File: src/rtl/nbb_pkg.sv
package nbb_pkg;
  localparam int BYTE_W = 8;

  typedef enum logic [1:0] {
    S_IDLE    = 2'd0,
    S_READY   = 2'd1,
    S_STROBE  = 2'd2,
    S_RECOVER = 2'd3
  } seq_state_e;

  localparam logic [2:0] A_CTRL  = 3'd0;
  localparam logic [2:0] A_LEN   = 3'd1;
  localparam logic [2:0] A_WAIT  = 3'd2;
  localparam logic [2:0] A_CMD   = 3'd3;
  localparam logic [2:0] A_INDEX = 3'd4;
  localparam logic [2:0] A_DATA  = 3'd5;

  typedef struct packed {
    logic sw_ce;
    logic irq_en;
    logic ce_per_byte;
    logic ce_auto;
    logic dir_wr;
  } ctrl_t;
endpackage

File: src/rtl/nbb_buffer.sv
module nbb_buffer #(
  parameter int DEPTH = 32,
  parameter int IDX_W = 5,
  parameter int DW    = 8
) (
  input  logic             clk,
  input  logic             wr_en,
  input  logic [IDX_W-1:0] wr_idx,
  input  logic [DW-1:0]    wr_data,
  input  logic [IDX_W-1:0] rd_a_idx,
  output logic [DW-1:0]    rd_a_data,
  input  logic [IDX_W-1:0] rd_b_idx,
  output logic [DW-1:0]    rd_b_data
);
  logic [DW-1:0] mem [DEPTH];

  always_ff @(posedge clk) begin
    if (wr_en) begin
      mem[wr_idx] <= wr_data;
    end
  end

  assign rd_a_data = mem[rd_a_idx];
  assign rd_b_data = mem[rd_b_idx];
endmodule

File: src/rtl/nbb_regs.sv
module nbb_regs
  import nbb_pkg::*;
#(
  parameter int IDX_W  = 5,
  parameter int WAIT_W = 6
) (
  input  logic              clk,
  input  logic              rst_n,
  input  logic              host_sel,
  input  logic              host_wr,
  input  logic [2:0]        host_addr,
  input  logic [BYTE_W-1:0] host_wdata,
  input  logic              busy,
  input  logic              done_set,
  input  logic [BYTE_W-1:0] buf_rd_data,
  output ctrl_t             ctrl,
  output logic [IDX_W-1:0]  len_m1,
  output logic [WAIT_W-1:0] wait_n,
  output logic              start,
  output logic              done,
  output logic              irq,
  output logic [BYTE_W-1:0] host_rdata,
  output logic              buf_wr_en,
  output logic [IDX_W-1:0]  buf_idx,
  output logic [BYTE_W-1:0] buf_wr_data
);
  ctrl_t             ctrl_d;
  logic [IDX_W-1:0]  len_d;
  logic [WAIT_W-1:0] wait_d;
  logic [IDX_W-1:0]  idx_d;
  logic              done_d;
  logic              wr_any;
  logic              wr_cfg;

  assign wr_any = host_sel & host_wr;
  assign wr_cfg = wr_any & ~busy;

  // next-state
  always_comb begin
    ctrl_d = ctrl;
    len_d  = len_m1;
    wait_d = wait_n;
    idx_d  = buf_idx;
    if (wr_cfg) begin
      case (host_addr)
        A_CTRL:  ctrl_d = ctrl_t'(host_wdata[4:0]);
        A_LEN:   len_d  = host_wdata[IDX_W-1:0];
        A_WAIT:  wait_d = host_wdata[WAIT_W-1:0];
        A_INDEX: idx_d  = host_wdata[IDX_W-1:0];
        default: ;
      endcase
    end
    done_d = done;
    if (wr_any && host_addr == A_CMD && host_wdata[1]) begin
      done_d = 1'b0;
    end
    if (done_set) begin
      done_d = 1'b1;
    end
  end

  // registers
  always_ff @(posedge clk or negedge rst_n) begin
    if (!rst_n) begin
      ctrl    <= '0;
      len_m1  <= '0;
      wait_n  <= '0;
      buf_idx <= '0;
      done    <= 1'b0;
    end else begin
      ctrl    <= ctrl_d;
      len_m1  <= len_d;
      wait_n  <= wait_d;
      buf_idx <= idx_d;
      done    <= done_d;
    end
  end

  assign start       = wr_cfg && host_addr == A_CMD && host_wdata[0];
  assign buf_wr_en   = wr_cfg && host_addr == A_DATA;
  assign buf_wr_data = host_wdata;
  assign irq         = done & ctrl.irq_en;

  always_comb begin
    case (host_addr)
      A_CTRL:  host_rdata = BYTE_W'(ctrl);
      A_LEN:   host_rdata = BYTE_W'(len_m1);
      A_WAIT:  host_rdata = BYTE_W'(wait_n);
      A_CMD:   host_rdata = BYTE_W'({done, busy});
      A_INDEX: host_rdata = BYTE_W'(buf_idx);
      A_DATA:  host_rdata = busy ? '0 : buf_rd_data;
      default: host_rdata = '0;
    endcase
  end
endmodule

File: src/rtl/nbb_seq.sv
module nbb_seq
  import nbb_pkg::*;
#(
  parameter int IDX_W  = 5,
  parameter int WAIT_W = 6
) (
  input  logic              clk,
  input  logic              rst_n,
  input  logic              start,
  input  logic              dir_wr,
  input  logic [IDX_W-1:0]  len_m1,
  input  logic [WAIT_W-1:0] wait_n,
  input  logic              rdy,
  output seq_state_e        state,
  output logic [IDX_W-1:0]  byte_idx,
  output logic              capture,
  output logic              done_set,
  output logic              busy
);
  seq_state_e        state_d;
  logic [WAIT_W-1:0] cnt_q;
  logic [WAIT_W-1:0] cnt_d;
  logic [IDX_W-1:0]  idx_d;

  // next-state
  always_comb begin
    state_d  = state;
    cnt_d    = cnt_q;
    idx_d    = byte_idx;
    capture  = 1'b0;
    done_set = 1'b0;
    case (state)
      S_IDLE: begin
        if (start) begin
          state_d = S_READY;
          idx_d   = '0;
        end
      end
      S_READY: begin
        if (rdy) begin
          state_d = S_STROBE;
          cnt_d   = wait_n;
        end
      end
      S_STROBE: begin
        if (cnt_q == '0) begin
          state_d = S_RECOVER;
          capture = ~dir_wr;
        end else begin
          cnt_d = cnt_q - 1'b1;
        end
      end
      S_RECOVER: begin
        if (byte_idx == len_m1) begin
          state_d  = S_IDLE;
          done_set = 1'b1;
        end else begin
          state_d = S_READY;
          idx_d   = byte_idx + 1'b1;
        end
      end
      default: state_d = S_IDLE;
    endcase
  end

  // registers
  always_ff @(posedge clk or negedge rst_n) begin
    if (!rst_n) begin
      state    <= S_IDLE;
      cnt_q    <= '0;
      byte_idx <= '0;
    end else begin
      state    <= state_d;
      cnt_q    <= cnt_d;
      byte_idx <= idx_d;
    end
  end

  assign busy = (state != S_IDLE);
endmodule

File: src/rtl/nbb_burst_engine.sv
module nbb_burst_engine
  import nbb_pkg::*;
#(
  parameter int BUF_DEPTH = 32,
  parameter int WAIT_W    = 6
) (
  input  logic        clk,
  input  logic        rst_n,
  input  logic        host_sel,
  input  logic        host_wr,
  input  logic [2:0]  host_addr,
  input  logic [7:0]  host_wdata,
  output logic [7:0]  host_rdata,
  output logic        irq,
  output logic        nf_ce_n,
  output logic        nf_we_n,
  output logic        nf_re_n,
  output logic [7:0]  nf_dq_o,
  output logic        nf_dq_oe,
  input  logic [7:0]  nf_dq_i,
  input  logic        nf_rdy
);
  localparam int IDX_W = $clog2(BUF_DEPTH);

  logic [1:0]        rst_pipe;
  logic              rst_sync_n;
  ctrl_t             ctrl;
  logic [IDX_W-1:0]  len_m1;
  logic [WAIT_W-1:0] wait_n;
  logic              start;
  logic              done;
  logic              busy;
  logic              done_set;
  logic              capture;
  seq_state_e        state;
  logic [IDX_W-1:0]  byte_idx;
  logic              host_buf_we;
  logic [IDX_W-1:0]  host_idx;
  logic [7:0]        host_buf_wd;
  logic [7:0]        host_buf_rd;
  logic              mem_we;
  logic [IDX_W-1:0]  mem_widx;
  logic [7:0]        mem_wd;
  logic              ce_auto_w;
  logic              ce_per_byte_w;
  logic              strobe_act;

  // reset: asserted asynchronously, released on clock
  always_ff @(posedge clk or negedge rst_n) begin
    if (!rst_n) begin
      rst_pipe <= '0;
    end else begin
      rst_pipe <= {rst_pipe[0], 1'b1};
    end
  end
  assign rst_sync_n = rst_pipe[1];

  nbb_regs #(.IDX_W(IDX_W), .WAIT_W(WAIT_W)) u_regs (
    .clk        (clk),
    .rst_n      (rst_sync_n),
    .host_sel   (host_sel),
    .host_wr    (host_wr),
    .host_addr  (host_addr),
    .host_wdata (host_wdata),
    .busy       (busy),
    .done_set   (done_set),
    .buf_rd_data(host_buf_rd),
    .ctrl       (ctrl),
    .len_m1     (len_m1),
    .wait_n     (wait_n),
    .start      (start),
    .done       (done),
    .irq        (irq),
    .host_rdata (host_rdata),
    .buf_wr_en  (host_buf_we),
    .buf_idx    (host_idx),
    .buf_wr_data(host_buf_wd)
  );

  nbb_seq #(.IDX_W(IDX_W), .WAIT_W(WAIT_W)) u_seq (
    .clk     (clk),
    .rst_n   (rst_sync_n),
    .start   (start),
    .dir_wr  (ctrl.dir_wr),
    .len_m1  (len_m1),
    .wait_n  (wait_n),
    .rdy     (nf_rdy),
    .state   (state),
    .byte_idx(byte_idx),
    .capture (capture),
    .done_set(done_set),
    .busy    (busy)
  );

  // engine capture and host writes are mutually exclusive (host gated by busy)
  assign mem_we   = capture | host_buf_we;
  assign mem_widx = capture ? byte_idx : host_idx;
  assign mem_wd   = capture ? nf_dq_i  : host_buf_wd;

  nbb_buffer #(.DEPTH(BUF_DEPTH), .IDX_W(IDX_W), .DW(BYTE_W)) u_buf (
    .clk      (clk),
    .wr_en    (mem_we),
    .wr_idx   (mem_widx),
    .wr_data  (mem_wd),
    .rd_a_idx (host_idx),
    .rd_a_data(host_buf_rd),
    .rd_b_idx (byte_idx),
    .rd_b_data(nf_dq_o)
  );

  assign ce_auto_w     = ctrl.ce_auto;
  assign ce_per_byte_w = ctrl.ce_per_byte;
  assign strobe_act    = (state == S_STROBE);

  assign nf_we_n  = ~(strobe_act &  ctrl.dir_wr);
  assign nf_re_n  = ~(strobe_act & ~ctrl.dir_wr);
  assign nf_dq_oe = busy & ctrl.dir_wr;

  always_comb begin
    if (!ce_auto_w) begin
      nf_ce_n = ~ctrl.sw_ce;
    end else if (ce_per_byte_w) begin
      nf_ce_n = ~(strobe_act | (state == S_RECOVER));
    end else begin
      nf_ce_n = ~busy;
    end
  end
endmodule

File: config.mk
export PLATFORM = sky130hd
export DESIGN_NAME = nbb_burst_engine
export DESIGN_NICKNAME = d
export VERILOG_FILES = /design/src/rtl/nbb_pkg.sv /design/src/rtl/nbb_buffer.sv /design/src/rtl/nbb_regs.sv /design/src/rtl/nbb_seq.sv /design/src/rtl/nbb_burst_engine.sv
export SDC_FILE = /design/constraint.sdc
export NUM_CORES = 1
export LEC_CHECK = 0
export BUFFER_PORTS_ARGS = -buffer_cell sky130_fd_sc_hd__buf_2
export CORE_MARGIN = 4
export CORE_UTILIZATION = 56
export DETAILED_ROUTE_END_ITERATION = 16
export PLACE_DENSITY = 0.76
export SYNTH_ARGS = -nofsm -noshare
export SYNTH_HDL_FRONTEND = slang
export SYNTH_SLANG_ARGS = --single-unit
File: constraint.sdc
create_clock -name clk -period 2.5 [get_ports clk]
set_clock_uncertainty 0.15 [all_clocks]
set_input_delay 0.25 -clock clk [delete_from_list [all_inputs] [get_ports clk]]
set_output_delay 0.25 -clock clk [all_outputs]
set_load 0.02 [all_outputs]
==> results of run 1 <==
power groups by stage:
stage | clock, mW | sequential, mW | combinational (mW)
5_1_grt | 5.19 | 6.06 | 9.96
3_3_place_gp | 0 | 6.08 | 6.78
4_1_cts | 4.90 | 5.99 | 8.45
3_5_place_dp | 0 | 6.09 | 6.88
6_report | 5.04 | 6.05 | 9.84
2_1_floorplan | 0 | 5.94 | 4.32
cell families (layout without fill, tap and decap cells):
kind of cell / Yosys count / after routing
xor+xnor: 5 / 5
mux: 208 / 208
flops: 293 / 293
other cells: 1 / 3
buf+inv: 75 / 336
compound gates: 96 / 96
fa+ha+maj: 7 / 7
simple gates: 202 / 211
timing repair:
| item | in CTS | in global routing |
|---|---|---|
| resized for setup | 206 | 102 |
| pin swaps | 45 | 54 |
| cloned | 21 | 11 |
| hold buffers | 10 | 0 |
| buffers inserted | 48 | 27 |
| setup endpoints to repair | 529 | 547 |
| endpoints found under the hold margin | 24 | 0 |
state kept, by name (all words and copies together), names as in the netlist:
name	count
u_seq.state	2
u_regs.len_m1	5
u_regs.buf_idx	5
u_regs.done	1
u_seq.cnt_q	6
u_regs.wait_n	6
u_seq.byte_idx	5
u_buf.mem	256
u_regs.ctrl	5
rst_pipe	2
through the flow:
stage / area, um2 / setup slack [ns] / setup TNS [ns]
after floorplan: 14700 / -0.334 / -68.08
after CTS: 19400 / -0.657 / -139.27
final: 20100 / -0.865 / -228.10
after global routing: 20100 / -0.897 / -237.40
after detailed placement: 16400 / -0.513 / -123.54
after global placement: 16400 / -0.476 / -107.34
worst max-delay path: cells and delay by family (launching register included):
kind | cells | cell delay (ns)
multiplexers | 2 | 0.78
AO/OA/AOI/OAI | 2 | 0.61
flip-flops | 1 | 0.52
buffers and inverters | 3 | 0.48
worst min path at each step:
stage | to | slack, ns | cells past startpoint | from
after floorplan | rst_pipe[0] | -0.20 | 0 | rst_n
after global placement | rst_pipe[0] | -0.11 | 1 | rst_n
after detailed placement | rst_pipe[0] | -0.11 | 1 | rst_n
after CTS | u_buf.mem[7][7] | 0.02 | 3 | nf_dq_i[7]
after global routing | u_buf.mem[17][7] | 0.06 | 3 | host_wdata[7]
final | u_buf.mem[7][6] | 0.05 | 3 | host_wdata[6]
area by class of cell:
type	instances	area share
Clock inverter	24	0.0152
Multi-Input combinational cell	528	0.337
Sequential cell	293	0.430
Antenna cell	2	0.000249
Inverter	12	0.00224
Clock buffer	32	0.0388
Timing Repair Buffer	268	0.156
Tap cell	330	0.0206
cell usage after synthesis, drive strengths merged, types with 6 or more instances:
library cell | count | area [um2]
mux2i | 33 | 334
inv | 12 | 45.0
o21ai | 16 | 80.1
nor2 | 57 | 214
nor3b | 9 | 67.6
mux2 | 44 | 499
mux4 | 131 | 2950
o22ai | 13 | 81.3
ha | 7 | 87.6
buf | 25 | 125
clkbuf | 38 | 144
nand2 | 85 | 319
a21oi | 16 | 80.1
nor3 | 10 | 55.1
dfrtp | 37 | 926
edfxtp | 256 | 7690
a221o | 10 | 100
nand2b | 9 | 56.3
o221ai | 6 | 52.6
nor2b | 8 | 50.1
a31oi | 8 | 50.1
metal layers:
metal	track usage	wire (um)	vias up
li1	-	-	4113
met1	0.479	18200	5653
met2	0.569	25700	1591
met3	0.114	10500	510
met4	0.233	6500	4
met5	0	27	-
==> results by group, run 1 <==
Timing
  • Slew at the pin closest to its max-slew limit: 0.784 ns
  • Post-route setup slack: -0.865 ns
  • Slew HR: 0.477
  • Fmax: 297 MHz
  • Unrepaired setup endpoints after global routing: true
  • Final hold vios: 0
  • WHS: 0.0486 ns
  • Fin. max-slew vios: 0
  • Setup Viol. Count Final: 528
  • Tcrit/Tclk final: 1.35
  • Final Critical Period: 3.37 ns

Finish
  • Area of the multi-input gates: 0.00676 mm2
  • Fin util: 0.795
  • Synthesis-to-finish area growth: 39.0%
  • Layout cells sized above 1: 0.550
  • Most common cell after layout, fill and taps aside: edfxtp_1
  • Fill count: 1082
  • Nets: 1164
  • Most frequent cells in the layout: edfxtp_1 (256), mux4_2 (131), buf_4 (108)
  • Final cell count without fillers: 1489
  • Register area: 0.00863 mm2

Clock network
  • CTS sink cnt: 293
  • CTS tree: yes
  • Clk slew on worst S/H paths: 0.07 ns
  • Root buffer cell: clkbuf_16
  • Clk_lat worst skew: 0.58 ns
  • Clock Path Buffers: 3
  • TritonCTS Buffers: 30
  • Htree depth: 1

Route
  • DR pass1 iterations: 6
  • Antenna viol nets, final: 0
  • Final wirelength: 60.9 mm
  • Via count of the routed design: 11900
  • Initial DRC Count: 2578
  • WL/cell: 40.9 um
  • Vias/cell: 7.97
  • DR DRC count: 0

Logic synthesis
  • Mapped cell area: 0.0144 mm2
  • Yosys warns: 0
  • Primary FF master, synth: edfxtp_1
  • Flops & latches, synth: 293
  • Syn Inst Count: 887
  • Netlist cell types: 55
  • Sequential share of the synthesized area: 0.597
  • Ys async rst share: 0.126
  • EDFF count, synth: 256
  • Adder-cell area share of the yosys netlist: 0.00607
  • Syn_area_per_cell: 16.3 um2
  • Post-synthesis compound-gate area fraction: 0.0463
  • Post-synthesis mux area share: 0.262
  • Synth Area in XOR/XNOR: 0.00303
  • Net count after synthesis: 918
  • Largest family of logic cells by synthesized area: multiplexers
  • Synth Area in Simple Gates: 0.0640

Pwr
  • Sw Share: 0.369
  • Leak: 7.01 nW
  • Switch Pwr: 7.72 mW
  • Power density over cell area: 1040 mW/mm2
  • Clk pwr share: 0.241
  • Pint: 13.2 mW
  • Peak supply drop: 736 uV
  • Combinational share of power: 0.470
  • Total power: 20.9 mW
  • Sequential Power Share: 0.289

Global route
  • First-pass GRT wire length: 77.1 mm
  • Initial antenna violation count: 5
  • Vias in the first global route: 11200
  • Gr ovfl total: 0
  • Total Routing Usage GR: 0.375
  • Largest net degree at the start of global routing: 36

Setup path
  • Critical path class: flop to primary output
  • Setup crit start: u_regs.buf_idx[0]
  • Crit-path most repeated cell: buf_12
  • R2r worst-path depth: 11
  • RR Endpoint: u_buf.mem[6][2]
  • R2R setup slack: -0.61 ns
  • WP data required: 2.10 ns
  • Worst Path Arrival: 2.97 ns
  • Reg2Reg Launch Point: u_seq.cnt_q[1]
  • CP Capture Type: primary output
  • Worst Path Max Fanout: 7
  • Slowest CP cell: mux4_2
  • Worst setup SP type: flop
  • Worst Setup EP: host_rdata[2]
  • CP max stage delay: 0.55 ns
  • Crit-path cells: buf_12 -> buf_12 -> mux4_2 -> mux2i_4 -> a221o_1 -> o221ai_2 -> buf_4

Die
  • Die W: 169 um
  • Core area: 0.0253 mm2
  • Die height: 169 um
  • I/O pin count: 45
  • Row count: 58
  • Initial cell density of the core: 0.572
  • Die ar.: 0.0284 mm2

Run status
  • Failing checks: negative setup slack
  • Status: finished, violations left

Placement
  • Post-DP HPWL: 29.3 mm
  • Placer Congestion: 0.914
  • Cell total after placement: 1333
  • Port Buffers: 44

Worst hold path
  • Hold WC Path Type: input port to flop

Job
  • Max-cap violation count: 0
Note: power is estimated with default switching activity, not from simulation.
==> run 2: changes to the inputs <==
- BUFFER_PORTS_ARGS: -buffer_cell sky130_fd_sc_hd__buf_2 -> default
- CORE_UTILIZATION: 56 -> 58
- DONT_BUFFER_PORTS: default -> 1
==> run 2 against run 1 <==
Sequential cell count unchanged; clock power down 12%; combinational power down 11%; non-clock buffer count down 59; setup slack better by 0.14 ns; count of clock-buffer cells in the layout up 4; critical path depth up 1; the flow still finishes with violations (negative setup slack); first-iteration DRC count down 27%; utilization down 1.3 points; power down 8.4%.
==> results by group, run 2 (synthesis results as in run 1) <==
Run status
  • Status: finished, violations left
  • Failing checks: negative setup slack

Setup path
  • Worst Path Max Fanout: 6 (-1)
  • CP Capture Type: primary output
  • Worst setup SP type: flop
  • RR Endpoint: u_buf.mem[0][5]
  • Worst Path Arrival: 2.82 ns (-0.15 ns)
  • Critical path class: flop to primary output
  • Reg2Reg Launch Point: u_seq.cnt_q[0]
  • Setup crit start: u_regs.buf_idx[1]
  • R2R setup slack: -0.48 ns (+0.13 ns)
  • R2r worst-path depth: 8 (-3)
  • WP data required: 2.10 ns (about the same)

Global route
  • Total Routing Usage GR: 0.336 (-0.0395)
  • Gr ovfl total: 0 (unchanged)
  • Initial antenna violation count: 1 (-4)
  • Largest net degree at the start of global routing: 43 (+19%)
  • Vias in the first global route: 10500 (-6.8%)
  • First-pass GRT wire length: 69.6 mm (-9.7%)

Timing
  • Slew HR: 0.448 (-0.0289)
  • Setup Viol. Count Final: 541 (+2.5%)
  • Slew at the pin closest to its max-slew limit: 0.825 ns (+0.0419 ns)
  • Fmax: 310 MHz (+4.5%)
  • Post-route setup slack: -0.721 ns (+0.144 ns)
  • Fin. max-slew vios: 0 (unchanged)
  • Final Critical Period: 3.22 ns (-0.144 ns)
  • Final hold vios: 0 (unchanged)
  • Unrepaired setup endpoints after global routing: true
  • WHS: 0.00328 ns (-0.0453 ns)
  • Final TNS setup: -115.77 ns (+112.33 ns)
  • Tcrit/Tclk final: 1.29 (-0.0576)

Pwr
  • Leak: 6.51 nW (-7.1%)
  • Total power: 19.2 mW (-8.4%)
  • Power density over cell area: 1010 mW/mm2 (-3.5%)
  • Peak supply drop: 896 uV (+22%)

Route
  • Antenna viol nets, final: 0 (unchanged)
  • Initial DRC Count: 1878 (-27%)
  • DR DRC count: 0 (unchanged)
  • Via count of the routed design: 10500 (-12%)
  • Vias/cell: 7.42 (-7.0%)
  • Final wirelength: 48.4 mm (-20%)
  • WL/cell: 34.3 um (-16%)
  • DR pass1 iterations: 5 (-1)

Die
  • Die height: 166 um (-1.7%)
  • Die W: 166 um (-1.7%)
  • Core area: 0.0244 mm2 (-3.4%)
  • Initial cell density of the core: 0.592 (+0.0202)
  • Row count: 57 (-1.7%)
  • Die ar.: 0.0275 mm2 (-3.3%)
  • I/O pin count: 45 (unchanged)

Worst hold path
  • Hold path depth: 3 (unchanged)
  • Hold WC Path Type: input port to flop
  • Min-Delay Endpoint: u_buf.mem[2][3]
  • Min-delay src: host_wdata[3]

Finish
  • Layout cells sized above 1: 0.492 (-0.0575)
  • Final cell count without fillers: 1413 (-5.1%)
  • Area of the multi-input gates: 0.00642 mm2 (-5.0%)
  • Fin util: 0.782 (-0.0133)
  • Most common cell after layout, fill and taps aside: edfxtp_1
  • Largest register FFs: 256 (unchanged)
  • Biggest regs: u_buf.mem: 256 flops, u_regs.wait_n: 6 flops, u_seq.cnt_q: 6 flops
  • Final Instance Area: 0.0191 mm2 (-5.0%)
  • Inserted Diodes: 0 (-2)
  • Synthesis-to-finish area growth: 32.1%
  • Nets: 1096 (-5.8%)
  • Fill count: 1206 (+11%)
  • Top reg by flops: u_buf.mem
  • Register area: 0.00863 mm2 (about the same)
  • Most frequent cells in the layout: edfxtp_1 (256), mux4_2 (131), buf_4 (84)

Placement
  • Post-Place Setup Slack: -0.531 ns (-0.0178 ns)
  • Placer Congestion: 0.983 (+7.5%)
  • Post-DP HPWL: 28.6 mm (-2.4%)
  • Area after DPL: 0.0163 mm2 (-0.87%)
  • Port Buffers: 0 (-100%)
  • Cell total after placement: 1286 (-3.5%)

Clock network
  • Htree depth: 1 (unchanged)
  • CTS tree: yes
  • TritonCTS Buffers: 30 (unchanged)
  • Clock Path Buffers: 3 (unchanged)
  • Root buffer cell: clkbuf_16
  • CTS sink cnt: 293 (unchanged)
  • Clk slew on worst S/H paths: 0.07 ns (about the same)
  • Clk_lat worst skew: 0.57 ns (about the same)

Job
  • Max-cap violation count: 0 (unchanged)
## run 2: how the worst max path moves through the flow
stage / depth (start not counted) / endpoint
2_1_floorplan: 7 / u_buf.mem[24][0]
3_3_place_gp: 7 / u_buf.mem[0][4]
3_5_place_dp: 8 / u_buf.mem[27][1]
4_1_cts: 8 / host_rdata[2]
5_1_grt: 9 / host_rdata[2]
6_report: 8 / host_rdata[2]
## run 2: per-layer routing
| layer | vias to the layer above | GRT usage | share of wire |
|---|---|---|---|
| met1 | 5293 | 0.459 | 0.35 |
| met4 | 2 | 0.132 | 0.058 |
| li1 | 3961 | - | - |
| met5 | - | 0 | 0.00027 |
| met2 | 1011 | 0.537 | 0.47 |
| met3 | 212 | 0.0736 | 0.12 |
## run 2: layout make-up
class,count,area share
flip-flops and latches,293,0.452
repair buffers,209,0.137
inverters,12,0.00236
well taps,324,0.0213
clock inverters,20,0.00991
clock buffers,36,0.0406
multi-input cells,519,0.337
## run 2: critical path, stage by stage, from the launching register on
cell	delay, ns
dfrtp_4	0.54
buf_12	0.17
buf_6	0.12
mux2_4	0.19
o22ai_2	0.07
a221o_1	0.33
a221o_1	0.42
o221ai_2	0.22
buf_4	0.17
## run 2: repair_timing
action | 4_1_cts | 5_1_grt
resized for setup | 135 | 77
endpoints found under the hold margin | 184 | 0
hold buffers | 23 | 0
pin swaps | 49 | 48
gates cloned | 7 | 3
setup buffers | 42 | 12
setup endpoints to repair | 529 | 544
## run 2: where the power goes
part,leakage (nW),internal (mW),switching (mW)
combinational,3.27,4.14,4.58
clock,0.472,2.52,1.90
sequential,2.77,5.70,0.349
total,6.51,12.4,6.82
==> run 3: changes to the inputs <==
- CELL_PAD_IN_SITES_DETAIL_PLACEMENT: default -> 1
- CELL_PAD_IN_SITES_GLOBAL_PLACEMENT: default -> 2
- CORE_UTILIZATION: 58 -> 44
- PLACE_DENSITY: 0.76 -> default
- PLACE_DENSITY_LB_ADDON: default -> 0.1
==> run 3 against run 2 <==
Clock power increased by 13%; largest power group unchanged; largest cell class unchanged; die area rose by 30%; critical path depth decreased by 1; the flow finishes with violations (negative hold slack, negative setup slack); routed wire length is 11% higher; hold slack worse by 0.0068 ns; count of clock-buffer cells in the layout up 6; combinational power is 7.7% higher; via count decreased by 4.2%.
==> results by group, run 3 (synthesis results as in run 1) <==
Setup path
  • Slowest CP cell: dfrtp_4
  • Worst Path Max Fanout: 10 (+4)
  • Stages on worst setup path: 7 (-1)
  • R2r worst-path depth: 8 (unchanged)
  • Setup crit start: u_regs.buf_idx[1]
  • R2R setup slack: -0.55 ns (-0.07 ns)
  • Delay-heaviest family, CP: compound AO/OA/AOI/OAI gates
  • CP max stage delay: 0.54 ns (about the same)
  • Crit-path cells: buf_12 -> buf_16 -> mux2i_1 -> a221o_1 -> a221o_1 -> o221ai_2 -> buf_4
  • Reg2Reg Launch Point: u_seq.cnt_q[0]
  • Critical path class: flop to primary output
  • Buf/Inv on CP: 3 (unchanged)
  • CP Capture Type: primary output
  • Worst Setup EP: host_rdata[4]
  • Worst setup SP type: flop
  • Worst Path Arrival: 2.78 ns (-0.04 ns)
  • RR Endpoint: u_buf.mem[12][7]
  • WP data required: 2.10 ns (about the same)
  • Crit-path most repeated cell: a221o_1

Placement
  • Post-DP HPWL: 34.4 mm (+20%)
  • Placer Congestion: 0.897 (-8.7%)
  • Port Buffers: 0 (unchanged)

Route
  • Final wirelength: 53.7 mm (+11%)
  • DR DRC count: 0 (unchanged)
  • Antenna viol nets, final: 0 (unchanged)
  • Initial DRC Count: 1013 (-46%)
  • Via count of the routed design: 10000 (-4.2%)
  • WL/cell: 34.5 um (+0.51%)
  • Vias/cell: 6.44 (-13%)
  • DR pass1 iterations: 5 (unchanged)

Pwr
  • Peak supply drop: 712 uV (-21%)
  • Leak: 6.83 nW (+4.9%)
  • Total power: 20.4 mW (+6.3%)
  • Power density over cell area: 1020 mW/mm2 (+1.3%)

Clock network
  • CTS sink cnt: 293 (unchanged)
  • Htree depth: 2 (+1)
  • Clock Path Buffers: 3 (unchanged)
  • CTS tree: yes
  • Clk slew on worst S/H paths: 0.06 ns (about the same)
  • Clk_lat worst skew: 0.52 ns (-0.05 ns)
  • TritonCTS Buffers: 34 (+13%)
  • Root buffer cell: clkbuf_16

Finish
  • Layout cells sized above 1: 0.525 (+0.0324)
  • Synthesis-to-finish area growth: 38.6%
  • Inserted Diodes: 0 (unchanged)
  • Most frequent cells in the layout: edfxtp_1 (256), mux4_2 (131), buf_4 (103)
  • Fill count: 2809 (+130%)
  • Most common cell after layout, fill and taps aside: edfxtp_1
  • Largest register FFs: 256 (unchanged)
  • Biggest regs: u_buf.mem: 256 flops, u_regs.wait_n: 6 flops, u_seq.cnt_q: 6 flops
  • Top reg by flops: u_buf.mem
  • Nets: 1125 (+2.6%)

Global route
  • Largest net degree at the start of global routing: 25 (-42%)
  • GR Util met2: 0.464 (-0.0723)
  • First-pass GRT wire length: 77.0 mm (+11%)
  • Vias in the first global route: 10800 (+3.4%)
  • Most Crowded Layer GR: met2
  • Gr ovfl total: 0 (unchanged)
  • M1 GR Usage: 0.402 (-0.0570)
  • Total Routing Usage GR: 0.298 (-0.0380)
  • Initial antenna violation count: 1 (unchanged)
  • M3 GR Usage: 0.0728 (-0.000729)

Timing
  • Final TNS setup: -156.86 ns (-41.09 ns)
  • Slew at the pin closest to its max-slew limit: 0.782 ns (-0.0429 ns)
  • Tcrit/Tclk final: 1.27 (-0.0180)
  • Slew HR: 0.478 (+0.0307)
  • Post-route setup slack: -0.676 ns (+0.0450 ns)
  • Final hold vios: 1 (+1)
  • Fin. max-slew vios: 0 (unchanged)
  • Setup Viol. Count Final: 528 (-2.4%)
  • Fmax: 315 MHz (+1.4%)
  • Unrepaired setup endpoints after global routing: true
  • Final Critical Period: 3.18 ns (-0.0450 ns)
  • WHS: -0.00347 ns (-0.00675 ns)

Die
  • Initial cell density of the core: 0.445 (-0.147)
  • Die W: 189 um (+14%)
  • Row count: 66 (+16%)
  • Die height: 189 um (+14%)
  • Core area: 0.0325 mm2 (+33%)
  • Die ar.: 0.0358 mm2 (+30%)
  • I/O pin count: 45 (unchanged)

Run status
  • Failing checks: negative hold slack, negative setup slack
  • Status: finished, violations left

Worst hold path
  • Hold path depth: 4 (+1)
  • Hold WC Path Type: input port to flop

Job
  • Max-cap violation count: 0 (unchanged)
==> run 3: worst min-delay path by stage <==
stage | startpoint | end | slack (ns)
finish | host_addr[2] | u_regs.buf_idx[1] | -0.003
global route | host_addr[1] | u_regs.len_m1[2] | 0.007
CTS | host_addr[2] | u_regs.buf_idx[1] | 0.002
detailed placement | rst_n | rst_pipe[1] | -0.20
global placement | rst_n | rst_pipe[0] | -0.20
floorplan | rst_n | rst_pipe[0] | -0.20
==> run 3: worst register-to-register path, stage by stage, from the launching register on <==
cell	delay [ns]
dfrtp_1	0.41
inv_2	0.10
ha_4	0.13
or4b_4	0.50
or3_4	0.47
mux2_4	0.37
buf_12	0.15
nand2b_4	0.19
nor2_4	0.30
==> run 3: timing repair <==
item                                   in CTS  in global routing
setup endpoints to repair                 529                543
buffers inserted                           55                 10
resized for setup                         205                 44
endpoints found under the hold margin     159                  0
pin swaps                                  54                 48
gates cloned                               16                  6
hold buffers                               16                  0
==> run 3: stage by stage <==
step	worst slack [ns]	std cells	utilization	area, um2
4_1_cts	-0.627	1557	0.610	19800
2_1_floorplan	-0.334	887	-	14700
3_3_place_gp	-0.610	1417	0.514	16700
5_1_grt	-0.686	1559	0.617	20000
3_5_place_dp	-0.603	1417	0.514	16700
6_report	-0.676	1559	0.617	20000
==> run 3: layout make-up <==
class                      count  area, um2  share of cell area
clock buffer                  42        911              0.0455
inverter                      12       45.0             0.00225
timing repair buffer         234       3060               0.153
multi-input combinational    519       6610               0.330
clock inverter                17        203              0.0101
sequential                   293       8630               0.431
tap                          442        553              0.0276
==> run 3: power breakdown <==
group	leakage, nW	total [mW]	internal (mW)	switching [mW]
sequential	2.77	6.01	5.70	0.312
clock	0.535	5.00	2.93	2.07
combinational	3.53	9.39	4.53	4.86
total	6.83	20.4	13.2	7.24
==> run 3: routing by layer <==
layer,up-vias,part of all wire
li1,4025,-
met1,5373,0.39
met2,503,0.47
met3,140,0.085
met4,2,0.051
met5,-,0.00013
